[src/rtl/thermal_irq_pkg.sv]
// Shared constants for the thermal threshold interrupt unit.
// Assumes a 32-bit register word and a word-addressed register port.
package thermal_irq_pkg;
    localparam int DATA_W      = 32;
    localparam int ADDR_W      = 3;

    localparam logic [ADDR_W-1:0] ADDR_RISE = 3'd0;
    localparam logic [ADDR_W-1:0] ADDR_FALL = 3'd1;
    localparam logic [ADDR_W-1:0] ADDR_EN   = 3'd2;
    localparam logic [ADDR_W-1:0] ADDR_CLR  = 3'd3;
    localparam logic [ADDR_W-1:0] ADDR_CTRL = 3'd4;
    localparam logic [ADDR_W-1:0] ADDR_CODE = 3'd5;

    localparam int CTRL_CORE_BIT = 0;
    localparam int CTRL_TRIP_BIT = 12;
    localparam int CTRL_MUX_LSB  = 20;
    localparam int CTRL_MUX_W    = 3;
    localparam logic [CTRL_MUX_W-1:0] MUX_RESET = 3'b110;

    localparam int RISE_FLAG_LSB = 0;
    localparam int FALL_FLAG_LSB = 16;
    localparam int FLAG_STRIDE   = 4;

    // Build the mask of flag positions used by n levels.
    function automatic logic [DATA_W-1:0] flag_mask(input int n);
        logic [DATA_W-1:0] m;
        m = '0;
        for (int k = 0; k < n; k++) begin
            m[RISE_FLAG_LSB + FLAG_STRIDE*k] = 1'b1;
            m[FALL_FLAG_LSB + FLAG_STRIDE*k] = 1'b1;
        end
        return m;
    endfunction
endpackage

[src/rtl/tiu_regfile.sv]
// Configuration registers and read multiplexer.
// Holds the thresholds, enables and control word. Turns writes to the
// clear address into a one-cycle clear mask. Reads are combinational.
// Assumes (N_LVL+1)*CODE_W <= DATA_W and N_LVL <= 4.
module tiu_regfile
    import thermal_irq_pkg::*;
#(
    parameter int N_LVL  = 3,
    parameter int CODE_W = 8
) (
    input  logic              clk,
    input  logic              rst_n,
    input  logic              reg_we,
    input  logic [ADDR_W-1:0] reg_addr,
    input  logic [DATA_W-1:0] reg_wdata,
    input  logic [CODE_W-1:0] cur_code,
    input  logic [DATA_W-1:0] pend,
    output logic [DATA_W-1:0] reg_rdata,
    output logic [DATA_W-1:0] rise_thr,
    output logic [DATA_W-1:0] fall_thr,
    output logic [DATA_W-1:0] irq_en,
    output logic [DATA_W-1:0] clr_bits,
    output logic              core_en,
    output logic              trip_en
);
    localparam logic [DATA_W-1:0] FLAGS = flag_mask(N_LVL);

    logic [CTRL_MUX_W-1:0] mux_sel;
    logic                  wr_rise, wr_fall, wr_en, wr_clr, wr_ctrl;

    // Decode the write strobe into one enable per register.
    always_comb begin
        wr_rise = reg_we && (reg_addr == ADDR_RISE);
        wr_fall = reg_we && (reg_addr == ADDR_FALL);
        wr_en   = reg_we && (reg_addr == ADDR_EN);
        wr_clr  = reg_we && (reg_addr == ADDR_CLR);
        wr_ctrl = reg_we && (reg_addr == ADDR_CTRL);
    end

    // Threshold words are stored as full words.
    always_ff @(posedge clk) begin
        if (!rst_n) begin
            rise_thr <= '0;
            fall_thr <= '0;
        end else begin
            if (wr_rise) rise_thr <= reg_wdata;
            if (wr_fall) fall_thr <= reg_wdata;
        end
    end

    // The enable word keeps only the defined flag positions.
    always_ff @(posedge clk) begin
        if (!rst_n) begin
            irq_en <= '0;
        end else if (wr_en) begin
            irq_en <= reg_wdata & FLAGS;
        end
    end

    // Control fields: core enable, trip enable, sensor select.
    always_ff @(posedge clk) begin
        if (!rst_n) begin
            core_en <= 1'b0;
            trip_en <= 1'b0;
            mux_sel <= MUX_RESET;
        end else if (wr_ctrl) begin
            core_en <= reg_wdata[CTRL_CORE_BIT];
            trip_en <= reg_wdata[CTRL_TRIP_BIT];
            mux_sel <= reg_wdata[CTRL_MUX_LSB +: CTRL_MUX_W];
        end
    end

    // A write of ones to the clear address becomes a one-cycle clear mask.
    always_comb clr_bits = wr_clr ? (reg_wdata & FLAGS) : '0;

    // Combinational read multiplexer.
    always_comb begin
        reg_rdata = '0;
        case (reg_addr)
            ADDR_RISE: reg_rdata = rise_thr;
            ADDR_FALL: reg_rdata = fall_thr;
            ADDR_EN:   reg_rdata = irq_en;
            ADDR_CLR:  reg_rdata = pend;
            ADDR_CTRL: begin
                reg_rdata[CTRL_CORE_BIT] = core_en;
                reg_rdata[CTRL_TRIP_BIT] = trip_en;
                reg_rdata[CTRL_MUX_LSB +: CTRL_MUX_W] = mux_sel;
            end
            ADDR_CODE: reg_rdata[CODE_W-1:0] = cur_code;
            default:   reg_rdata = '0;
        endcase
    end
endmodule

[src/rtl/tiu_level_cmp.sv]
// Crossing detector for one level.
// Compares the previous and the new code with the rising and the falling
// threshold. Purely combinational. The caller qualifies the result with
// sample acceptance.
module tiu_level_cmp #(
    parameter int CODE_W = 8
) (
    input  logic [CODE_W-1:0] prev_code,
    input  logic [CODE_W-1:0] new_code,
    input  logic [CODE_W-1:0] rise_lvl,
    input  logic [CODE_W-1:0] fall_lvl,
    output logic              rise_hit,
    output logic              fall_hit
);
    // Upward crossing: below before, at or above now. Downward is the mirror.
    always_comb begin
        rise_hit = (prev_code < rise_lvl) && (new_code >= rise_lvl);
        fall_hit = (prev_code >= fall_lvl) && (new_code < fall_lvl);
    end
endmodule

[src/rtl/tiu_event_ctrl.sv]
// Sample acceptance, pending flags, trip latch and combined interrupt.
// The stored current code doubles as the previous sample for the crossing
// tests. A set event wins over a clear in the same cycle.
module tiu_event_ctrl
    import thermal_irq_pkg::*;
#(
    parameter int N_LVL  = 3,
    parameter int CODE_W = 8
) (
    input  logic                    clk,
    input  logic                    rst_n,
    input  logic                    samp_valid,
    input  logic [CODE_W-1:0]       samp_code,
    input  logic                    core_en,
    input  logic                    trip_en,
    input  logic [DATA_W-1:0]       rise_thr,
    input  logic [N_LVL*CODE_W-1:0] fall_thr,
    input  logic [DATA_W-1:0]       irq_en,
    input  logic [DATA_W-1:0]       clr_bits,
    output logic [CODE_W-1:0]       cur_code,
    output logic [DATA_W-1:0]       pend,
    output logic                    irq,
    output logic                    trip
);
    localparam int TRIP_LSB = N_LVL * CODE_W;

    logic              accept;
    logic [N_LVL-1:0]  rise_hit, fall_hit;
    logic [DATA_W-1:0] set_bits;
    logic [CODE_W-1:0] trip_code;

    // A sample counts only while the core is enabled.
    always_comb accept = samp_valid && core_en;

    // One crossing detector per level.
    for (genvar k = 0; k < N_LVL; k++) begin : g_lvl
        tiu_level_cmp #(.CODE_W(CODE_W)) u_cmp (
            .prev_code (cur_code),
            .new_code  (samp_code),
            .rise_lvl  (rise_thr[k*CODE_W +: CODE_W]),
            .fall_lvl  (fall_thr[k*CODE_W +: CODE_W]),
            .rise_hit  (rise_hit[k]),
            .fall_hit  (fall_hit[k])
        );
    end

    // Place the qualified hits at their flag positions.
    always_comb begin
        set_bits = '0;
        for (int k = 0; k < N_LVL; k++) begin
            set_bits[RISE_FLAG_LSB + FLAG_STRIDE*k] = accept && rise_hit[k];
            set_bits[FALL_FLAG_LSB + FLAG_STRIDE*k] = accept && fall_hit[k];
        end
    end

    // Store the latest accepted code.
    always_ff @(posedge clk) begin
        if (!rst_n)      cur_code <= '0;
        else if (accept) cur_code <= samp_code;
    end

    // Pending flags: clear first, then set, so a new event is not lost.
    always_ff @(posedge clk) begin
        if (!rst_n) pend <= '0;
        else        pend <= (pend & ~clr_bits) | set_bits;
    end

    // Sticky hardware trip.
    always_comb trip_code = rise_thr[TRIP_LSB +: CODE_W];
    always_ff @(posedge clk) begin
        if (!rst_n)
            trip <= 1'b0;
        else if (accept && trip_en && (samp_code >= trip_code))
            trip <= 1'b1;
    end

    // Combined interrupt from enabled pending flags.
    always_comb irq = |(pend & irq_en);
endmodule

[src/rtl/thermal_irq_unit.sv]
// Top level of the thermal threshold interrupt unit.
// Connects the register file to the event controller. Assumes samples
// arrive as a single-cycle valid/code pair and that register reads are
// taken combinationally from reg_addr.
module thermal_irq_unit
    import thermal_irq_pkg::*;
#(
    parameter int N_LVL  = 3,
    parameter int CODE_W = 8
) (
    input  logic              clk,
    input  logic              rst_n,
    input  logic              reg_we,
    input  logic [ADDR_W-1:0] reg_addr,
    input  logic [DATA_W-1:0] reg_wdata,
    output logic [DATA_W-1:0] reg_rdata,
    input  logic              samp_valid,
    input  logic [CODE_W-1:0] samp_code,
    output logic              irq_o,
    output logic              trip_o
);
    logic [DATA_W-1:0] rise_thr, fall_thr, irq_en, clr_bits, pend;
    logic [CODE_W-1:0] cur_code;
    logic              core_en, trip_en;

    tiu_regfile #(.N_LVL(N_LVL), .CODE_W(CODE_W)) u_regs (
        .clk       (clk),
        .rst_n     (rst_n),
        .reg_we    (reg_we),
        .reg_addr  (reg_addr),
        .reg_wdata (reg_wdata),
        .cur_code  (cur_code),
        .pend      (pend),
        .reg_rdata (reg_rdata),
        .rise_thr  (rise_thr),
        .fall_thr  (fall_thr),
        .irq_en    (irq_en),
        .clr_bits  (clr_bits),
        .core_en   (core_en),
        .trip_en   (trip_en)
    );

    tiu_event_ctrl #(.N_LVL(N_LVL), .CODE_W(CODE_W)) u_evt (
        .clk        (clk),
        .rst_n      (rst_n),
        .samp_valid (samp_valid),
        .samp_code  (samp_code),
        .core_en    (core_en),
        .trip_en    (trip_en),
        .rise_thr   (rise_thr),
        .fall_thr   (fall_thr[N_LVL*CODE_W-1:0]),
        .irq_en     (irq_en),
        .clr_bits   (clr_bits),
        .cur_code   (cur_code),
        .pend       (pend),
        .irq        (irq_o),
        .trip       (trip_o)
    );
endmodule

[config.mk]
export PLATFORM = sky130hd
export DESIGN_NAME = thermal_irq_unit
export DESIGN_NICKNAME = d
export VERILOG_FILES = /design/src/rtl/thermal_irq_pkg.sv /design/src/rtl/tiu_regfile.sv /design/src/rtl/tiu_level_cmp.sv /design/src/rtl/tiu_event_ctrl.sv /design/src/rtl/thermal_irq_unit.sv
export SDC_FILE = /design/constraint.sdc
export NUM_CORES = 1
export LEC_CHECK = 0
export ABC_AREA = 1
export ABC_CLOCK_PERIOD_IN_PS = 2200
export CORE_UTILIZATION = 47
export CTS_CLUSTER_SIZE = 10
export DETAILED_ROUTE_END_ITERATION = 6
export MAX_ROUTING_LAYER = met4
export PLACE_DENSITY_LB_ADDON = 0.1
export REMOVE_ABC_BUFFERS = 1
export SYNTH_ARGS = -nofsm -noshare
export SYNTH_HDL_FRONTEND = slang
export SYNTH_SLANG_ARGS = --single-unit
[constraint.sdc]
create_clock -name clk -period 2.2 [get_ports clk]
set_input_delay 0.66 -clock clk [delete_from_list [all_inputs] [get_ports clk]]
set_output_delay 0.66 -clock clk [all_outputs]
set_load 0.01 [all_outputs]
# Yosys cells after proc, flatten, opt, wreduce, memory -nomap -nowiden
# Index checks and enable logic that the tools add are counted.
# word_totals
reg_bits,116
input_bits,47
out_inout_bits,34
# op_classes
n_reduce_logical,22
magnitude_cmp,13
bitwise,4
eq_ne,5
mux,8
# op_table
op,count
>= comparator 8 bit,7
< comparator 8 bit,6
case mux 9 bit (4 select lines),1
case mux 7 bit (5 select lines),1
AND 32 x 25 -> 32 bit,1
AND 32 bit,1
NOT 25 -> 32 bit,1
OR 32 x 25 -> 32 bit,1
OR reduction 32 bit,1
case mux 7 bit (4 select lines),1
two-way mux 25 bit,1
logical AND 1 bit,20
case mux 4 bit (4 select lines),1
case mux 3 bit (5 select lines),1
"== test 3 x 2 -> 1 bit, second input constant",2
"== test 3 bit, second input constant",2
case mux 1 bit (6 select lines),1
case mux 1 bit (4 select lines),1
"== test 3 x 1 -> 1 bit, second input constant",1
zero test 3 bit,1

# Depth between registers and ports, before layout
# Gate-level depths: netlist (run 1).
# depth
depth_word,6
mapped_depth,11

# By module
# Synthesis (run 1) repeated with hierarchy kept, for this count alone.
# unflattened
cells_unflattened,1326
hier_area_um2,8385.5
# modules_own_cells
module,cells_each,n_inst,area_each_um2
tiu_regfile,722,1,4396.7
tiu_level_cmp,124,3,765.7
tiu_event_ctrl,232,1,1691.6

# Worst setup path before layout (run 1)
# Ideal clock, no wire load.
# synth_path
path_type,input to output
start,input port reg_addr[1]
end,output port reg_rdata[25]
path_stages,4
t_arrival_ps,1429
n_path_buf,1
slack_ps,111
required_time_ps,1540
path_cell_list,nor2_1 > nand2_1 > clkbuf_1 > o21ai_0
# synth_via
elab_chain_len,2
# synth_lines
item,line_no,rtl
from (decl),thermal_irq_unit.sv:14,"input logic [ADDR_W-1:0] reg_addr,"
== test 3 x 2 -> 1 bit (tied with other cells),tiu_regfile.sv:79,case (reg_addr)
case mux 9 bit (4 select lines) *,tiu_regfile.sv:79,
to (decl),thermal_irq_unit.sv:16,"output logic [DATA_W-1:0] reg_rdata,"
# Every way passes the cells marked *; elsewhere a longest branch is shown, timed or not.

# Final worst setup path (run 1)
# layout_path
start,input port reg_addr[1]
end,output port reg_rdata[24]
# Same word-level chain as after synthesis.

==> metrics.txt, run 1 <==
# TYPE chip_impl_metric gauge
chip_impl_metric{name="fp.dieArea",unit="mm²"} 0.01317
chip_impl_metric{name="num_antenna_cells",unit=""} 0
chip_impl_metric{name="core_area",unit="mm²"} 0.01221
chip_impl_metric{name="initial_utilization",unit="%"} 48.95
chip_impl_metric{name="avgSynthCellArea",unit="µm²"} 7.160
chip_impl_metric{name="tns",unit="ns"} -2.559
chip_impl_metric{name="synth_fa_ha_area_share",unit="%"} 20.51
chip_impl_metric{name="crit_arrival",unit="ns"} 1.68
chip_impl_metric{name="synthXorXnorAreaFrac",unit="%"} 0
chip_impl_info{name="clockRootBuffer",value="sky130_fd_sc_hd__clkbuf_16"} 1
chip_impl_metric{name="share_of_cells_above_drive_strength_1",unit="%"} 16.37
chip_impl_metric{name="worst_path_largest_cell_delay",unit="ns"} 0.17
chip_impl_metric{name="maxcap_viol_count",unit=""} 0
chip_impl_info{name="critPathSlowestCell",value="sky130_fd_sc_hd__nor2_4"} 1
chip_impl_metric{name="totalWireLength",unit="µm"} 18060
chip_impl_metric{name="dr.first_iter.drc_count",unit=""} 315
chip_impl_metric{name="global_route_wire_length_before_repair",unit="µm"} 28870
chip_impl_metric{name="total_count_of_max_transition_violations_in_the_final_report",unit=""} 0
chip_impl_metric{name="areaGrowthSynthToFinish",unit="%"} 29.22
chip_impl_metric{name="cts_hold_buf",unit=""} 0
chip_impl_metric{name="synth_compound_gate_area_share",unit="%"} 21.39
chip_impl_metric{name="rows",unit=""} 40
chip_impl_metric{name="ys_seq_area_share",unit="%"} 30.14
chip_impl_metric{name="global_route.usage.total",unit="%"} 29.47
chip_impl_metric{name="synthesis.yosys.warnings",unit=""} 0
chip_impl_info{name="worst_path_most_repeated_cell",value="sky130_fd_sc_hd__buf_6"} 1
chip_impl_metric{name="finalHoldViolCount",unit=""} 0
chip_impl_info{name="crit_path_launch",value="reg_addr[1]"} 1
chip_impl_metric{name="num_io_pins",unit=""} 81
chip_impl_metric{name="route.detailed.wl_per_inst",unit="µm"} 16.02
chip_impl_metric{name="cts_sink_count",unit=""} 90
chip_impl_metric{name="place_congestion",unit=""} 0.9065
chip_impl_metric{name="fin_area",unit="mm²"} 0.007725
chip_impl_metric{name="htree_num_levels",unit=""} 3
chip_impl_metric{name="slew-limit-headroom",unit="%"} 76.79
chip_impl_metric{name="totalPowerFinal",unit="mW"} 4.142
chip_impl_info{name="violations_in_the_final_reports",value="setup timing"} 1
chip_impl_metric{name="grt_start_max_net_pins",unit=""} 50
chip_impl_metric{name="final_nets",unit=""} 1099
chip_impl_info{name="crit_chain",value="buf_8 -> buf_6 -> nor2_4 -> nand2_8 -> clkinvlp_4 -> buf_6 -> nand2_2 -> o211ai_1 -> buf_2"} 1
chip_impl_metric{name="critical_path_required",unit="ns"} 1.54
chip_impl_metric{name="cts_inserted_buffers",unit=""} 9
chip_impl_metric{name="share_of_cell_area_taken_by_muxes_after_synthesis",unit="%"} 0
chip_impl_metric{name="grt_antenna_before_repair",unit=""} 0
chip_impl_metric{name="port-buffer-count",unit=""} 80
chip_impl_info{name="cts_tree",value="done"} 1
chip_impl_metric{name="max_slew.worst_pin.slew",unit="ns"} 0.3481
chip_impl_metric{name="overflow",unit=""} 0
chip_impl_metric{name="power_per_standard_cell_area",unit="mW/mm²"} 536.2
chip_impl_metric{name="dp_hpwl",unit="µm"} 13410
chip_impl_info{name="criticalPathCategory",value="in2out"} 1
chip_impl_metric{name="die_height",unit="µm"} 114.8
chip_impl_metric{name="ir_drop",unit="mV"} 0.3735
chip_impl_metric{name="p_leak",unit="nW"} 3.534
chip_impl_info{name="nature_of_the_critical_path_startpoint",value="input port"} 1
chip_impl_metric{name="skew",unit="ns"} 0.007815
chip_impl_metric{name="syn_area",unit="mm²"} 0.005978
chip_impl_metric{name="clk_pin_slew",unit="ns"} 0.07
chip_impl_metric{name="final_critical_path_setup_slack",unit="ns"} -0.1394
chip_impl_metric{name="drt-pass1-iter-count",unit=""} 4
chip_impl_info{name="hp-class",value="reg2reg"} 1
chip_impl_metric{name="dpl-instance-area",unit="mm²"} 0.007317
chip_impl_metric{name="final_period_minus_worst_setup_slack",unit="ns"} 2.339
chip_impl_info{name="outcome",value="finished, violations left"} 1
chip_impl_metric{name="yosys.cell_types.count",unit=""} 30
chip_impl_metric{name="number_of_global_route_vias_before_repair",unit=""} 5984
chip_impl_metric{name="final_min_period_over_clock_period",unit="%"} 106.3
chip_impl_metric{name="critical_path.max_fanout",unit=""} 8
chip_impl_info{name="critical_path.endpoint_type",value="output pin"} 1
chip_impl_metric{name="insertion_delay",unit="ns"} 0.35
chip_impl_metric{name="post-route-drc-count",unit=""} 0
chip_impl_metric{name="syn_inst",unit=""} 835
chip_impl_info{name="grt_setup_unrepaired",value="true"} 1
chip_impl_metric{name="yosys_register_bits",unit=""} 90
chip_impl_metric{name="ant_nets",unit=""} 0
chip_impl_metric{name="detail_route.vias_per_cell",unit=""} 5.393
chip_impl_metric{name="fmaxAchievable",unit="MHz"} 427.5
chip_impl_metric{name="final_report_setup_violation_count",unit=""} 31
chip_impl_info{name="timing.hold.worst.start",value="u_regs.mux_sel[2]"} 1
chip_impl_metric{name="max_buffers_root_to_sink",unit=""} 2
chip_impl_info{name="critical_path.reg2reg.startpoint",value="u_regs.rise_thr[9]"} 1
chip_impl_metric{name="synth_simple_gate_area_share",unit="%"} 18.35
chip_impl_metric{name="fin_hold_ws",unit="ns"} 0.4649
chip_impl_metric{name="fp.dieW",unit="µm"} 114.8
chip_impl_metric{name="vias",unit=""} 6078
chip_impl_info{name="synth_top_family_by_area",value="compound AO/OA/AOI/OAI gates"} 1
[synth_stat cells]
library cell               count  area share, %
sky130_fd_sc_hd__o21ai_0      99            8.3
sky130_fd_sc_hd__dfxtp_1      90             30
sky130_fd_sc_hd__nand3_2       1           0.17
sky130_fd_sc_hd__nand3_1      20            1.7
sky130_fd_sc_hd__a221oi_1      1           0.15
sky130_fd_sc_hd__a22oi_1       4           0.50
sky130_fd_sc_hd__buf_2         5           0.42
sky130_fd_sc_hd__o21bai_1      3           0.38
sky130_fd_sc_hd__o211ai_1      2           0.25
sky130_fd_sc_hd__o21a_1        7           0.88
sky130_fd_sc_hd__buf_6         2           0.38
sky130_fd_sc_hd__o22ai_1      11            1.2
sky130_fd_sc_hd__buf_4         3           0.38
sky130_fd_sc_hd__nand4_1       6           0.63
sky130_fd_sc_hd__and3_1        6           0.63
sky130_fd_sc_hd__clkbuf_1     17            1.1
sky130_fd_sc_hd__o21ai_1       4           0.33
sky130_fd_sc_hd__nand2_2       1           0.10
sky130_fd_sc_hd__nor2_2        2           0.21
sky130_fd_sc_hd__o221ai_1     12            1.8
sky130_fd_sc_hd__buf_1         1          0.063
sky130_fd_sc_hd__ha_1         98             21
sky130_fd_sc_hd__nor2_4        2           0.38
sky130_fd_sc_hd__nor2_1       68            4.3
sky130_fd_sc_hd__inv_1       113            7.1
sky130_fd_sc_hd__a21oi_1      92            7.7
sky130_fd_sc_hd__clkinv_2      1          0.084
sky130_fd_sc_hd__nand2_4       1           0.19
sky130_fd_sc_hd__nand2_1     161             10
sky130_fd_sc_hd__inv_2         2           0.13
[critical path: cells and delay by family]
kind	cells	cell delay, ns
buf+inv	5	0.61
simple gates	3	0.34
compound gates	1	0.08
[registers in the layout, indices dropped and copies added (netlist names)]
name / cells
u_regs.rise_thr: 32
u_regs.fall_thr: 32
u_regs.trip_en: 1
u_evt.pend: 6
u_regs.mux_sel: 3
u_regs.core_en: 1
u_regs.irq_en: 6
u_evt.trip: 1
u_evt.cur_code: 8
[routing by layer]
metal / GRT usage, % / up-vias / share of wire [%]
met5: - / - / 0
met4: 13.51 / 0 / 3.0
met3: 3.743 / 43 / 4.4
met2: 50.46 / 168 / 48
met1: 34.47 / 2824 / 44
li1: - / 3043 / -
[layout by cell type (no fill, tap or decap), types with 3 or more instances in the layout]
master                              n
sky130_fd_sc_hd__a21oi_1           91
sky130_fd_sc_hd__and3_1             6
sky130_fd_sc_hd__buf_12             7
sky130_fd_sc_hd__buf_2             32
sky130_fd_sc_hd__buf_4             43
sky130_fd_sc_hd__buf_6              8
sky130_fd_sc_hd__clkbuf_16          9
sky130_fd_sc_hd__clkdlybuf4s50_1   43
sky130_fd_sc_hd__dfxtp_1           90
sky130_fd_sc_hd__ha_1              98
sky130_fd_sc_hd__inv_1            107
sky130_fd_sc_hd__inv_2              6
sky130_fd_sc_hd__nand2_1          150
sky130_fd_sc_hd__nand2_2           11
sky130_fd_sc_hd__nand3_1           20
sky130_fd_sc_hd__nand4_1            6
sky130_fd_sc_hd__nor2_1            66
sky130_fd_sc_hd__nor2_2             3
sky130_fd_sc_hd__nor2_4             3
sky130_fd_sc_hd__o21a_1             7
sky130_fd_sc_hd__o21ai_0           90
sky130_fd_sc_hd__o21ai_1           12
sky130_fd_sc_hd__o21bai_1           3
sky130_fd_sc_hd__o221ai_1           3
sky130_fd_sc_hd__o221ai_2           9
sky130_fd_sc_hd__o22ai_1            3
sky130_fd_sc_hd__o22ai_2            7
[stage by stage]
stage | cells | setup slack [ns] | utilization [%]
final | 1127 | -0.1394 | 63.26
after global routing | 1127 | -0.1903 | 63.26
after CTS | 1125 | -0.1066 | 62.99
after detailed placement | 1106 | -1.105 | 59.92
after global placement | 1106 | -1.046 | 59.92
after floorplan | 807 | -0.1805 | -
[area by class of cell]
type                       count  area, µm²
sequential                    90       1802
multi-input combinational    601       3785
inverter                     116      442.9
tap                          168      210.2
clock inverter                 5      60.06
timing repair buffer         136       1182
clock buffer                  11      242.7
fill                        1136       4487
[timing repair]
| action | CTS | global route |
|---|---|---|
| gates cloned | 0 | 0 |
| buffers inserted | 3 | 2 |
| pin swaps | 7 | 5 |
| setup endpoints to repair | 33 | 32 |
| gates resized for setup | 205 | 5 |
[logic make-up after synthesis]
| group | after synthesis |
|---|---|
| adder cells (fa/ha/maj) | 98 |
| buffers and inverters | 144 |
| flip-flops | 90 |
| AND/OR/NAND/NOR | 268 |
| AO/OA/AOI/OAI | 235 |
[power breakdown]
group          internal, mW  switching (mW)  total (mW)
registers              1.68          0.0223        1.70
clock network         0.919           0.698        1.62
logic                 0.351           0.470       0.821
total                  2.95            1.19        4.14
[final timing paths]
check / to / slack (ns) / cells past startpoint
setup / recovery: reg_rdata[24] / -0.14 / 9
hold / removal: u_regs.mux_sel[2] / 0.46 / 2
setup reg to reg: u_evt.pend[4] / 0.61 / 10
hold reg to reg: u_regs.mux_sel[2] / 0.46 / 2
(Power assumes the default switching activity.)
==> run 2: changes to the inputs <==
Settings changed: PLACE_DENSITY set to 0.69, PLACE_DENSITY_LB_ADDON 0.1 to not set.
==> metrics.txt, run 2 (same netlist as run 1, synthesis figures left out) <==
# TYPE chip_impl_metric gauge
chip_impl_info{name="violations_in_the_final_reports",value="setup timing"} 1
chip_impl_metric{name="post-place-ws",unit="ns"} -0.9659
chip_impl_metric{name="max_buffers_root_to_sink",unit=""} 2
chip_impl_info{name="critPathSlowestCell",value="sky130_fd_sc_hd__o211ai_1"} 1
chip_impl_metric{name="finalHoldViolCount",unit=""} 0
chip_impl_metric{name="critical_path_required",unit="ns"} 1.54
chip_impl_info{name="layout.cells.most_common",value="sky130_fd_sc_hd__nand2_1"} 1
chip_impl_metric{name="placedCellCount",unit=""} 1111
chip_impl_metric{name="register_area",unit="mm²"} 0.001802
chip_impl_info{name="cts_tree",value="done"} 1
chip_impl_metric{name="number_of_global_route_vias_before_repair",unit=""} 5859
chip_impl_metric{name="fp.dieArea",unit="mm²"} 0.01317
chip_impl_metric{name="final_nets",unit=""} 1107
chip_impl_metric{name="filler_cell_count",unit=""} 1122
chip_impl_metric{name="dp_hpwl",unit="µm"} 13530
chip_impl_metric{name="skew",unit="ns"} 0.005117
chip_impl_metric{name="final_min_period_over_clock_period",unit="%"} 107.8
chip_impl_metric{name="place_congestion",unit=""} 0.8826
chip_impl_metric{name="vias",unit=""} 5928
chip_impl_metric{name="dr.first_iter.drc_count",unit=""} 268
chip_impl_info{name="grt_setup_unrepaired",value="true"} 1
chip_impl_metric{name="p_leak",unit="nW"} 3.611
chip_impl_metric{name="overflow",unit=""} 0
chip_impl_info{name="leading_cell_types_in_the_layout_fill_and_taps_excluded",value="sky130_fd_sc_hd__nand2_1 (147), sky130_fd_sc_hd__inv_1 (107), sky130_fd_sc_hd__ha_1 (98), sky130_fd_sc_hd__a21oi_1 (91)"} 1
chip_impl_metric{name="areaGrowthSynthToFinish",unit="%"} 32.25
chip_impl_metric{name="grt_start_max_net_pins",unit=""} 85
chip_impl_metric{name="crit_arrival",unit="ns"} 1.71
chip_impl_metric{name="power_per_standard_cell_area",unit="mW/mm²"} 532.8
chip_impl_metric{name="global_route_wire_length_before_repair",unit="µm"} 29440
chip_impl_metric{name="slew-limit-headroom",unit="%"} 78.52
chip_impl_metric{name="clk_pin_slew",unit="ns"} 0.07
chip_impl_info{name="criticalPathCategory",value="in2out"} 1
chip_impl_metric{name="global_route.usage.total",unit="%"} 30.29
chip_impl_metric{name="ir_drop",unit="mV"} 0.4053
chip_impl_metric{name="fin_hold_ws",unit="ns"} 0.4677
chip_impl_info{name="nature_of_the_critical_path_startpoint",value="input port"} 1
chip_impl_metric{name="maxcap_viol_count",unit=""} 0
chip_impl_info{name="hp-class",value="reg2reg"} 1
chip_impl_metric{name="cts_inserted_buffers",unit=""} 9
chip_impl_metric{name="insertion_delay",unit="ns"} 0.35
chip_impl_metric{name="max_slew.worst_pin.slew",unit="ns"} 0.3222
chip_impl_metric{name="critical_path.max_fanout",unit=""} 6
chip_impl_metric{name="cts_hold_buf",unit=""} 0
chip_impl_metric{name="ant_nets",unit=""} 0
chip_impl_metric{name="port-buffer-count",unit=""} 80
chip_impl_metric{name="final_report_setup_violation_count",unit=""} 24
chip_impl_metric{name="final_core_util",unit="%"} 64.74
chip_impl_metric{name="multi_input_comb_area",unit="mm²"} 0.003857
chip_impl_metric{name="worst_path_largest_cell_delay",unit="ns"} 0.25
chip_impl_metric{name="fmaxAchievable",unit="MHz"} 421.6
chip_impl_metric{name="final_period_minus_worst_setup_slack",unit="ns"} 2.372
chip_impl_info{name="outcome",value="finished, violations left"} 1
chip_impl_metric{name="layoutNonFillerInstCount",unit=""} 1136
chip_impl_info{name="clockRootBuffer",value="sky130_fd_sc_hd__clkbuf_16"} 1
chip_impl_metric{name="initial_utilization",unit="%"} 48.95
chip_impl_metric{name="die_height",unit="µm"} 114.8
chip_impl_metric{name="cts_sink_count",unit=""} 90
chip_impl_metric{name="totalWireLength",unit="µm"} 18350
chip_impl_metric{name="core_area",unit="mm²"} 0.01221
chip_impl_metric{name="drt-pass1-iter-count",unit=""} 5
chip_impl_metric{name="detail_route.vias_per_cell",unit=""} 5.218
chip_impl_metric{name="num_io_pins",unit=""} 81
chip_impl_metric{name="final_critical_path_setup_slack",unit="ns"} -0.1721
chip_impl_metric{name="rows",unit=""} 40
chip_impl_metric{name="total_count_of_max_transition_violations_in_the_final_report",unit=""} 0
chip_impl_metric{name="fp.dieW",unit="µm"} 114.8
chip_impl_info{name="crit_chain",value="buf_8 -> buf_6 -> nor2_4 -> nand2_8 -> buf_4 -> o211ai_1 -> buf_2"} 1
chip_impl_info{name="critical_path.endpoint_type",value="output pin"} 1
chip_impl_metric{name="route.detailed.wl_per_inst",unit="µm"} 16.15
chip_impl_info{name="reg_top3",value="u_regs.fall_thr x32, u_regs.rise_thr x32, u_evt.cur_code x8"} 1
chip_impl_metric{name="grt_antenna_before_repair",unit=""} 1
chip_impl_metric{name="htree_num_levels",unit=""} 3
chip_impl_metric{name="share_of_cells_above_drive_strength_1",unit="%"} 17.99
chip_impl_metric{name="post-route-drc-count",unit=""} 0
[run 2: through the flow]
stage | cell area (µm²) | power (mW) | setup TNS [ns]
6_report | 7906 | 4.212 | -1.800
3_5_place_dp | 7367 | 2.534 | -32.04
4_1_cts | 7819 | 4.216 | -1.309
3_3_place_gp | 7367 | 2.499 | -30.01
5_1_grt | 7906 | 4.425 | -3.336
2_1_floorplan | 5841 | 2.159 | -3.913
[run 2: worst paths after layout]
check | slack (ns) | depth (start not counted) | startpoint | to
hold reg to reg | 0.47 | 2 | u_evt.trip | u_evt.trip
setup reg to reg | 0.48 | 11 | u_evt.cur_code[0] | u_evt.pend[20]
setup / recovery | -0.17 | 7 | reg_addr[1] | reg_rdata[4]
hold / removal | 0.47 | 2 | u_evt.trip | u_evt.trip
[run 2: what timing repair did]
item                       4_1_cts  5_1_grt
pin swaps                        9        6
hold endpoints to repair         0        0
setup endpoints to repair       33       33
setup buffers                    5        3
gates resized for setup        213       16
[run 2: per-layer routing]
metal	vias to the layer above	share of wire (%)	track usage [%]
li1	3056	-	-
met4	0	2.2	11.08
met5	-	0	-
met1	2716	46	36.30
met3	31	3.5	4.323
met2	125	48	51.72
[run 2: power by group]
| part | internal (mW) | leakage [nW] | switching, mW |
|---|---|---|---|
| Combinational | 0.364 | 2.73 | 0.478 |
| Clock | 0.995 | 0.153 | 0.669 |
| Sequential | 1.68 | 0.731 | 0.0235 |
| Total | 3.04 | 3.61 | 1.17 |
[run 2: final cells by class]
cell class                      count  area share (%)
Multi-Input combinational cell    601           48.79
Sequential cell                    90           22.79
Timing Repair Buffer              144           16.19
Inverter                          116           5.602
Clock buffer                       11           2.944
Tap cell                          168           2.659
Clock inverter                      5          0.9970
Antenna cell                        1         0.03165
[run 2: worst max-delay path, delay by kind of cell]
kind | cells | cell delay [ns]
buffers and inverters | 4 | 0.54
AND/OR/NAND/NOR | 2 | 0.25
AO/OA/AOI/OAI | 1 | 0.25
